<file path="config.mk">
export PLATFORM = sky130hd
export DESIGN_NAME = ata_alt_ctrl
export DESIGN_NICKNAME = d
export VERILOG_FILES = /design/src/rtl/ata_alt_ctrl_pkg.sv /design/src/rtl/ata_alt_ctrl_decode.sv /design/src/rtl/ata_alt_ctrl_datapath.sv /design/src/rtl/ata_alt_ctrl.sv
export SDC_FILE = /design/constraint.sdc
export NUM_CORES = 1
export LEC_CHECK = 0
export BUFFER_PORTS_ARGS = -buffer_cell sky130_fd_sc_hd__buf_2
export CELL_PAD_IN_SITES_DETAIL_PLACEMENT = 0
export CELL_PAD_IN_SITES_GLOBAL_PLACEMENT = 2
export CORE_MARGIN = 10
export CORE_UTILIZATION = 11
export CTS_CLUSTER_DIAMETER = 100
export CTS_CLUSTER_SIZE = 14
export DETAILED_ROUTE_END_ITERATION = 10
export GPL_TIMING_DRIVEN = 0
export PLACE_DENSITY_LB_ADDON = 0.1
export SKIP_CTS_REPAIR_TIMING = 1
export SYNTH_ARGS = -nofsm -noshare
export SYNTH_HDL_FRONTEND = slang
export SYNTH_SLANG_ARGS = --single-unit
</file>
<file path="constraint.sdc">
create_clock -name clk -period 1.8 [get_ports clk]
set_input_delay 0.36 -clock clk [delete_from_list [all_inputs] [get_ports clk]]
set_output_delay 0.36 -clock clk [all_outputs]
set_load 0.1 [all_outputs]
</file>
<file path="src/rtl/ata_alt_ctrl_pkg.sv">
package ata_alt_ctrl_pkg;

  // Strobes from the address decoder to the register datapath.
  typedef struct packed {
    logic ctlWr;   // write to the control byte
    logic statRd;  // read of the drive status byte
  } regStrobes_t;

  // Control byte fields. The host software decodes these positions.
  localparam int CTL_SRST_BIT = 2;
  localparam int CTL_MASK_BIT = 1;

endpackage

</file>
<file path="src/rtl/ata_alt_ctrl_decode.sv">
module ata_alt_ctrl_decode
  import ata_alt_ctrl_pkg::*;
#(
  parameter int                ADDR_W   = 4,
  parameter logic [ADDR_W-1:0] CTL_OFS  = 4'hE,
  parameter logic [ADDR_W-1:0] STAT_OFS = 4'hF
) (
  input  logic [ADDR_W-1:0] hostAddr,
  input  logic              hostWr,
  input  logic              hostRd,
  output regStrobes_t       strb
);

  logic hitCtl;
  logic hitStat;

  always_comb begin
    hitCtl  = (hostAddr == CTL_OFS);
    hitStat = (hostAddr == STAT_OFS);
  end

  // The control byte is write-only here and the status byte is read-only.
  // Reads of the control byte and writes of the status byte raise no strobe.
  always_comb begin
    strb        = '0;
    strb.ctlWr  = hostWr & hitCtl;
    strb.statRd = hostRd & hitStat;
  end

endmodule

</file>
<file path="src/rtl/ata_alt_ctrl_datapath.sv">
module ata_alt_ctrl_datapath
  import ata_alt_ctrl_pkg::*;
#(
  parameter int HEAD_W     = 4,
  parameter int NUM_DRIVES = 2,
  localparam int DRV_W     = (NUM_DRIVES > 1) ? $clog2(NUM_DRIVES) : 1,
  localparam int DATA_W    = 2 + HEAD_W + NUM_DRIVES
) (
  input  logic              clk,
  input  logic              rstN,
  input  regStrobes_t       strb,
  input  logic [DATA_W-1:0] hostWdata,
  input  logic [HEAD_W-1:0] curHead,
  input  logic [DRV_W-1:0]  curDrive,
  input  logic              writeGate,
  input  logic              irqRaw,
  output logic [DATA_W-1:0] hostRdata,
  output logic [DATA_W-1:0] hostRdataOe,
  output logic              hostIrq,
  output logic              softRst,
  output logic              cfgIntBit
);

  localparam int WG_BIT   = DATA_W - 2;
  localparam int HEAD_LSB = NUM_DRIVES;

  logic srstQ;
  logic maskQ;
  logic irqQ;
  logic irqGated;
  logic [NUM_DRIVES-1:0] driveSelN;
  logic [DATA_W-1:0]     statByte;

  // Control byte storage. Only a hardware reset clears it.
  // The software reset leaves the mask alone.
  always_ff @(posedge clk or negedge rstN) begin
    if (!rstN) begin
      srstQ <= 1'b0;
      maskQ <= 1'b0;
    end else if (strb.ctlWr) begin
      srstQ <= hostWdata[CTL_SRST_BIT];
      maskQ <= hostWdata[CTL_MASK_BIT];
    end
  end

  assign irqGated = irqRaw & ~maskQ;

  // Registered host interrupt, so the output cannot glitch.
  always_ff @(posedge clk or negedge rstN) begin
    if (!rstN) irqQ <= 1'b0;
    else       irqQ <= irqGated;
  end

  assign hostIrq   = irqQ;
  assign softRst   = srstQ;
  assign cfgIntBit = irqGated;

  // One active-low select per drive.
  for (genvar d = 0; d < NUM_DRIVES; d++) begin : g_drvSel
    assign driveSelN[d] = (curDrive != DRV_W'(d));
  end

  always_comb begin
    statByte                                 = '0;
    statByte[NUM_DRIVES-1:0]                 = driveSelN;
    statByte[HEAD_LSB +: HEAD_W]             = ~curHead;
    statByte[WG_BIT]                         = ~writeGate;
  end

  // The top bit is never enabled, which leaves it free for another device.
  always_comb begin
    hostRdata   = '0;
    hostRdataOe = '0;
    if (strb.statRd) begin
      hostRdata   = statByte;
      hostRdataOe = {1'b0, {(DATA_W-1){1'b1}}};
    end
  end

  AST_SRST_HELD: assert property (@(posedge clk) disable iff (!rstN)
    !strb.ctlWr |=> $stable(softRst));

  AST_SRST_LOADS: assert property (@(posedge clk) disable iff (!rstN)
    strb.ctlWr |=> (softRst == $past(hostWdata[CTL_SRST_BIT])));

  AST_MASK_BLOCKS_IRQ: assert property (@(posedge clk) disable iff (!rstN)
    maskQ |=> !hostIrq);

  AST_IRQ_NEEDS_RAW: assert property (@(posedge clk) disable iff (!rstN)
    !irqRaw |=> !hostIrq);

  AST_CFG_INT_NEEDS_RAW: assert property (@(posedge clk) disable iff (!rstN)
    cfgIntBit |-> irqRaw);

  AST_TOP_BIT_FLOATS: assert property (@(posedge clk) disable iff (!rstN)
    !hostRdataOe[DATA_W-1] && !hostRdata[DATA_W-1]);

  AST_QUIET_BUS: assert property (@(posedge clk) disable iff (!rstN)
    !strb.statRd |-> (hostRdataOe == '0 && hostRdata == '0));

  AST_ONE_DRIVE_SELECTED: assert property (@(posedge clk) disable iff (!rstN)
    $countones(~driveSelN) == 1);

endmodule

</file>
<file path="src/rtl/ata_alt_ctrl.sv">
module ata_alt_ctrl
  import ata_alt_ctrl_pkg::*;
#(
  parameter int                ADDR_W     = 4,
  parameter int                HEAD_W     = 4,
  parameter int                NUM_DRIVES = 2,
  parameter logic [ADDR_W-1:0] CTL_OFS    = 4'hE,
  parameter logic [ADDR_W-1:0] STAT_OFS   = 4'hF,
  localparam int DRV_W  = (NUM_DRIVES > 1) ? $clog2(NUM_DRIVES) : 1,
  localparam int DATA_W = 2 + HEAD_W + NUM_DRIVES
) (
  input  logic              clk,
  input  logic              rstN,
  input  logic [ADDR_W-1:0] hostAddr,
  input  logic              hostWr,
  input  logic              hostRd,
  input  logic [DATA_W-1:0] hostWdata,
  output logic [DATA_W-1:0] hostRdata,
  output logic [DATA_W-1:0] hostRdataOe,
  input  logic [HEAD_W-1:0] curHead,
  input  logic [DRV_W-1:0]  curDrive,
  input  logic              writeGate,
  input  logic              irqRaw,
  output logic              hostIrq,
  output logic              softRst,
  output logic              cfgIntBit
);

  regStrobes_t strb;

  ata_alt_ctrl_decode #(
    .ADDR_W  (ADDR_W),
    .CTL_OFS (CTL_OFS),
    .STAT_OFS(STAT_OFS)
  ) i_decode (
    .hostAddr(hostAddr),
    .hostWr  (hostWr),
    .hostRd  (hostRd),
    .strb    (strb)
  );

  ata_alt_ctrl_datapath #(
    .HEAD_W    (HEAD_W),
    .NUM_DRIVES(NUM_DRIVES)
  ) i_datapath (
    .clk        (clk),
    .rstN       (rstN),
    .strb       (strb),
    .hostWdata  (hostWdata),
    .curHead    (curHead),
    .curDrive   (curDrive),
    .writeGate  (writeGate),
    .irqRaw     (irqRaw),
    .hostRdata  (hostRdata),
    .hostRdataOe(hostRdataOe),
    .hostIrq    (hostIrq),
    .softRst    (softRst),
    .cfgIntBit  (cfgIntBit)
  );

  AST_STATUS_WRITE_IGNORED: assert property (@(posedge clk) disable iff (!rstN)
    (hostWr && hostAddr == STAT_OFS) |=> $stable(softRst));

endmodule

</file>
* Word-level counts from Yosys, hierarchy flattened
Index checks and enable logic that the tools add are counted.
Widths: inputs -> output; s select.
** Operators by class
- $add $sub $neg :: 0
- Multipliers :: 0
- Div/mod/pow operators :: 0
- Order comparisons :: 0
- Equal/unequal tests :: 2
- Shift operators :: 0
- Muxes and demuxes :: 2
- Bitwise gates (word level) :: 7
- Reduce and logical (&&, ||, !) cells :: 0
** Operator list (number)
- $mux 7 :: 2
- $eq 4x4->1 const B :: 2
- $not 4->4 :: 1
- $and 1x1->1 :: 3
- $not 1->1 :: 3
** Storage, ports and cells
- Register bits after elaboration :: 3
- Bits in latches :: 0
- Bits in writable memories :: 0
- ROM bits :: 0
- Input port bits :: 23
- Output and inout bits :: 19
- Word-level logic and storage cells :: 14
- Memories kept :: 0

* Longest topological paths before layout
- Depth after elaboration :: 3
- Depth in mapped cells :: 4
- Gate-level depth less buffers :: 3

* By module
From an unflattened synthesis, not the netlist that was laid out.
** Unflattened totals
- Cell total of the unflattened synthesis :: 27
- Area total of the unflattened synthesis :: 256.5 sq um
** Modules (own cells, without submodules)
- ata_alt_ctrl_datapath :: instances 1, cells an instance 23, area each 226.5 sq um
- ata_alt_ctrl_decode :: instances 1, cells an instance 4, area each 30.0 sq um

* Worst setup path before layout
OpenSTA, ideal clock, no wires.
- Kind :: in2out
- From :: input port hostAddr[2]
- To :: output port hostRdata[0]
- Arrival time :: 2.017 ns
- Path slack :: -0.577 ns
- Stages :: 3
- Buffers on the path :: 0
- Path through :: and3_4 > nand3_1 > nor2_1
** On the way
- Cells in the longest elaborated chain, start to end :: 3
** Ends and longest elaborated chain
- from (decl) :: line ata_alt_ctrl.sv:14 : input logic [ADDR_W-1:0] hostAddr,
- $eq 4x4->1 :: line ata_alt_ctrl_decode.sv:19 : hitStat = (hostAddr == STAT_OFS);
- $and 1x1->1 :: line ata_alt_ctrl_decode.sv:27 : strb.statRd = hostRd & hitStat;
- $mux 7 :: line ata_alt_ctrl_datapath.sv:74 : if (strb.statRd) begin
- to (decl) :: line ata_alt_ctrl.sv:18 : output logic [DATA_W-1:0] hostRdata,
Every way passes these cells.

==> key figures <==
Synthesis
  – Syn_area_per_cell: 8.76 um^2
  – Post-Synthesis Cells: 28
  – Synth warn: 0
  – Post-synthesis cell area: 245 um^2
  – Yosys top cell by area: dfrtp_1
  – #FFs+latches synth: 3
  – Area contributors post-synth: dfrtp_1 (31%), buf_4 (28%), mux2_4 (12%), nor2_1 (11%), and3b_4 (5.1%)
  – Sequential share of the synthesized area: 30.6%
  – Synth cell types: 10
  – Synth top area share: 30.6%

STA
  – Final WS setup: 0.170 ns
  – Final Hold Fails: 0
  – Final Cycle Share: 90.6%
  – Setup-failing EPs final: 0
  – Max-slew violation count: 0
  – Fmax: 613 MHz
  – Clock skew: 0.00326 ns
  – RSZ-0062 raised after global routing: no
  – Tmin final: 1.63 ns

Global route
  – Vias in the first global route: 296
  – Global-route wire length before repair: 1.25 mm
  – Largest net degree at the start of global routing: 9
  – Grt total ovfl: 0
  – Initial antenna violation count: 0
  – GRT Total Usage: 3.81%

Clock network
  – Clock Pin Slew Worst Setup and Hold Paths: 0.04 ns
  – Bufs on Longest Clock Path: 2
  – Htree depth: 1
  – CTS tree: built
  – CTS sink count: 3
  – Worst skew pair latency: 0.23 ns
  – Root Driver: clkbuf_4
  – CTS Buf Count: 3

Placement
  – GPL Wtd Cong: 0.603
  – Detailed placement HPWL: 862 um
  – Dpl cell area: 469 um^2
  – Dpl ws: -0.402 ns
  – IO Port Bufs: 33
  – Placed Cells: 90

Route
  – Via count: 307
  – Routed WL per cell: 10.1 um
  – # DRC: 0
  – DR vias/cell: 3.23
  – Final wirelength: 963 um
  – DRT iter0 DRCs: 1
  – First-pass iteration count of the detailed router: 2
  – Antenna-violating nets left: 0

Power and ir drop
  – Net Sw Frac: 47.9%
  – Clock power frac: 28.0%
  – Pint: 217 uW
  – Combinational power share: 50.8%
  – NetSw: 199 uW
  – PD cells: 717 nW/um^2
  – Max VDD drop: 0.000410 V
  – Pleak: 0.318 nW
  – Flop pwr share: 21.2%

Die
  – Core box area: 2170 um^2
  – Number of I/O pins: 42
  – Std cell rows: 17
  – Die ar.: 4520 um^2
  – Die height: 67.2 um
  – Initial Util: 11.3%
  – Die width: 67.2 um

Setup path
  – Crit Path Class: input port to output pin
  – CP Cell Sequence: buf_2, and3_4, nand3_4, inv_2, buf_4, buf_6
  – Worst path max stage delay: 0.21 ns
  – Crit end category: output pin
  – CP startpoint kind: input port
  – Crit-path max FO: 8
  – CP max stage cell: buf_6
  – CP required: 1.44 ns
  – Worst Path Arrival: 1.27 ns

Layout
  – Antenna diode count: 0
  – Fillers: 247
  – Layout Utilization: 26.7%
  – Final nets: 91
  – Fin cells: 95
  – Final Instance Area: 579 um^2
  – Share of cells above drive strength 1: 88.1%
  – Area Growth Syn to Fin: 136%

Outcome
  – Outcome: finished, final reports clean

Flow run
  – Max capacitance violation total: 0

Worst hold path
  – Worst hold path class: input port to flop
cells in the final DEF (no fill, tap or decap), drive strengths merged:
cell,n
and3,1
and3b,1
buf,35
clkbuf,11
conb,2
dfrtp,3
dlygate4sd3,1
inv,2
mux2,2
nand3,1
nor2,7
nor2b,1
power groups by stage:
stage | registers, mW | logic, mW | clock network [mW]
floorplan | 0.150 | 0.106 | 0
global placement | 0.0895 | 0.204 | 0
detailed placement | 0.0896 | 0.204 | 0
CTS | 0.0886 | 0.204 | 0.121
global route | 0.0903 | 0.218 | 0.123
finish | 0.0880 | 0.211 | 0.116
through the flow:
stage                     TNS, ns  power, mW  hold slack, ns
after floorplan             -1.72      0.256          0.0644
after global placement      -3.95      0.293           0.159
after detailed placement    -3.76      0.293           0.158
after CTS                   -3.76      0.414         -0.0882
after global routing            0      0.431           0.355
final                           0      0.416           0.357
final timing paths:
kind | start | end | slack, ns | cells after the start
min in group asynchronous | rstN | i_datapath.maskQ$_DFFE_PN0P_ | 0.46 | 2
min | hostWdata[1] | i_datapath.maskQ$_DFFE_PN0P_ | 0.36 | 2
max | hostAddr[2] | hostRdataOe[2] | 0.17 | 6
min reg2reg | i_datapath.maskQ$_DFFE_PN0P_ | i_datapath.hostIrq$_DFF_PN0_ | 0.45 | 1
max reg2reg | i_datapath.maskQ$_DFFE_PN0P_ | i_datapath.maskQ$_DFFE_PN0P_ | 1.04 | 1
max in group asynchronous | rstN | i_datapath.softRst$_DFFE_PN0P_ | 1.23 | 2
critical path, delay by kind of cell:
family	cells	cell delay [ns]
simple gates	2	0.34
buf+inv	4	0.57
routing by layer:
metal  vias to the layer above  share of wire (%)  global-route usage, %  wire, um
met3                         0                 10                   2.15       100
met1                       138                 29                   2.91       279
met4                         0                  0                   3.85         0
li1                        153                  -                      -         -
met5                         -                  0                      0         0
met2                        16                 61                   6.52       583
state kept, by name, indices dropped and copies added, names as in the netlist:
| name | cells |
|---|---|
| i_datapath.maskQ | 1 |
| i_datapath.hostIrq | 1 |
| i_datapath.softRst | 1 |
cell type report:
class | count | area (um^2) | area share [%]
Timing Repair Buffer | 34 | 236 | 40.8
Multi-Input combinational cell | 15 | 131 | 22.7
Clock buffer | 4 | 26.3 | 4.54
Buffer | 9 | 67.6 | 11.7
Tap cell | 28 | 35.0 | 6.05
Sequential cell | 3 | 75.1 | 13.0
Inverter | 2 | 7.51 | 1.30
logic make-up after synthesis:
logic type	Yosys count	synth area share (%)
other	1	1.53
DFF	3	30.6
and+or+nand+nor	11	25.0
buffers and inverters	11	30.6
muxes	2	12.2
Yosys cell counts (all sizes together):
master,n
nor2,7
buf,9
inv,2
nor2b,1
and3b,1
dfrtp,3
and3,1
conb,1
mux2,2
nand3,1
Power figures use the tool's default switching activity.
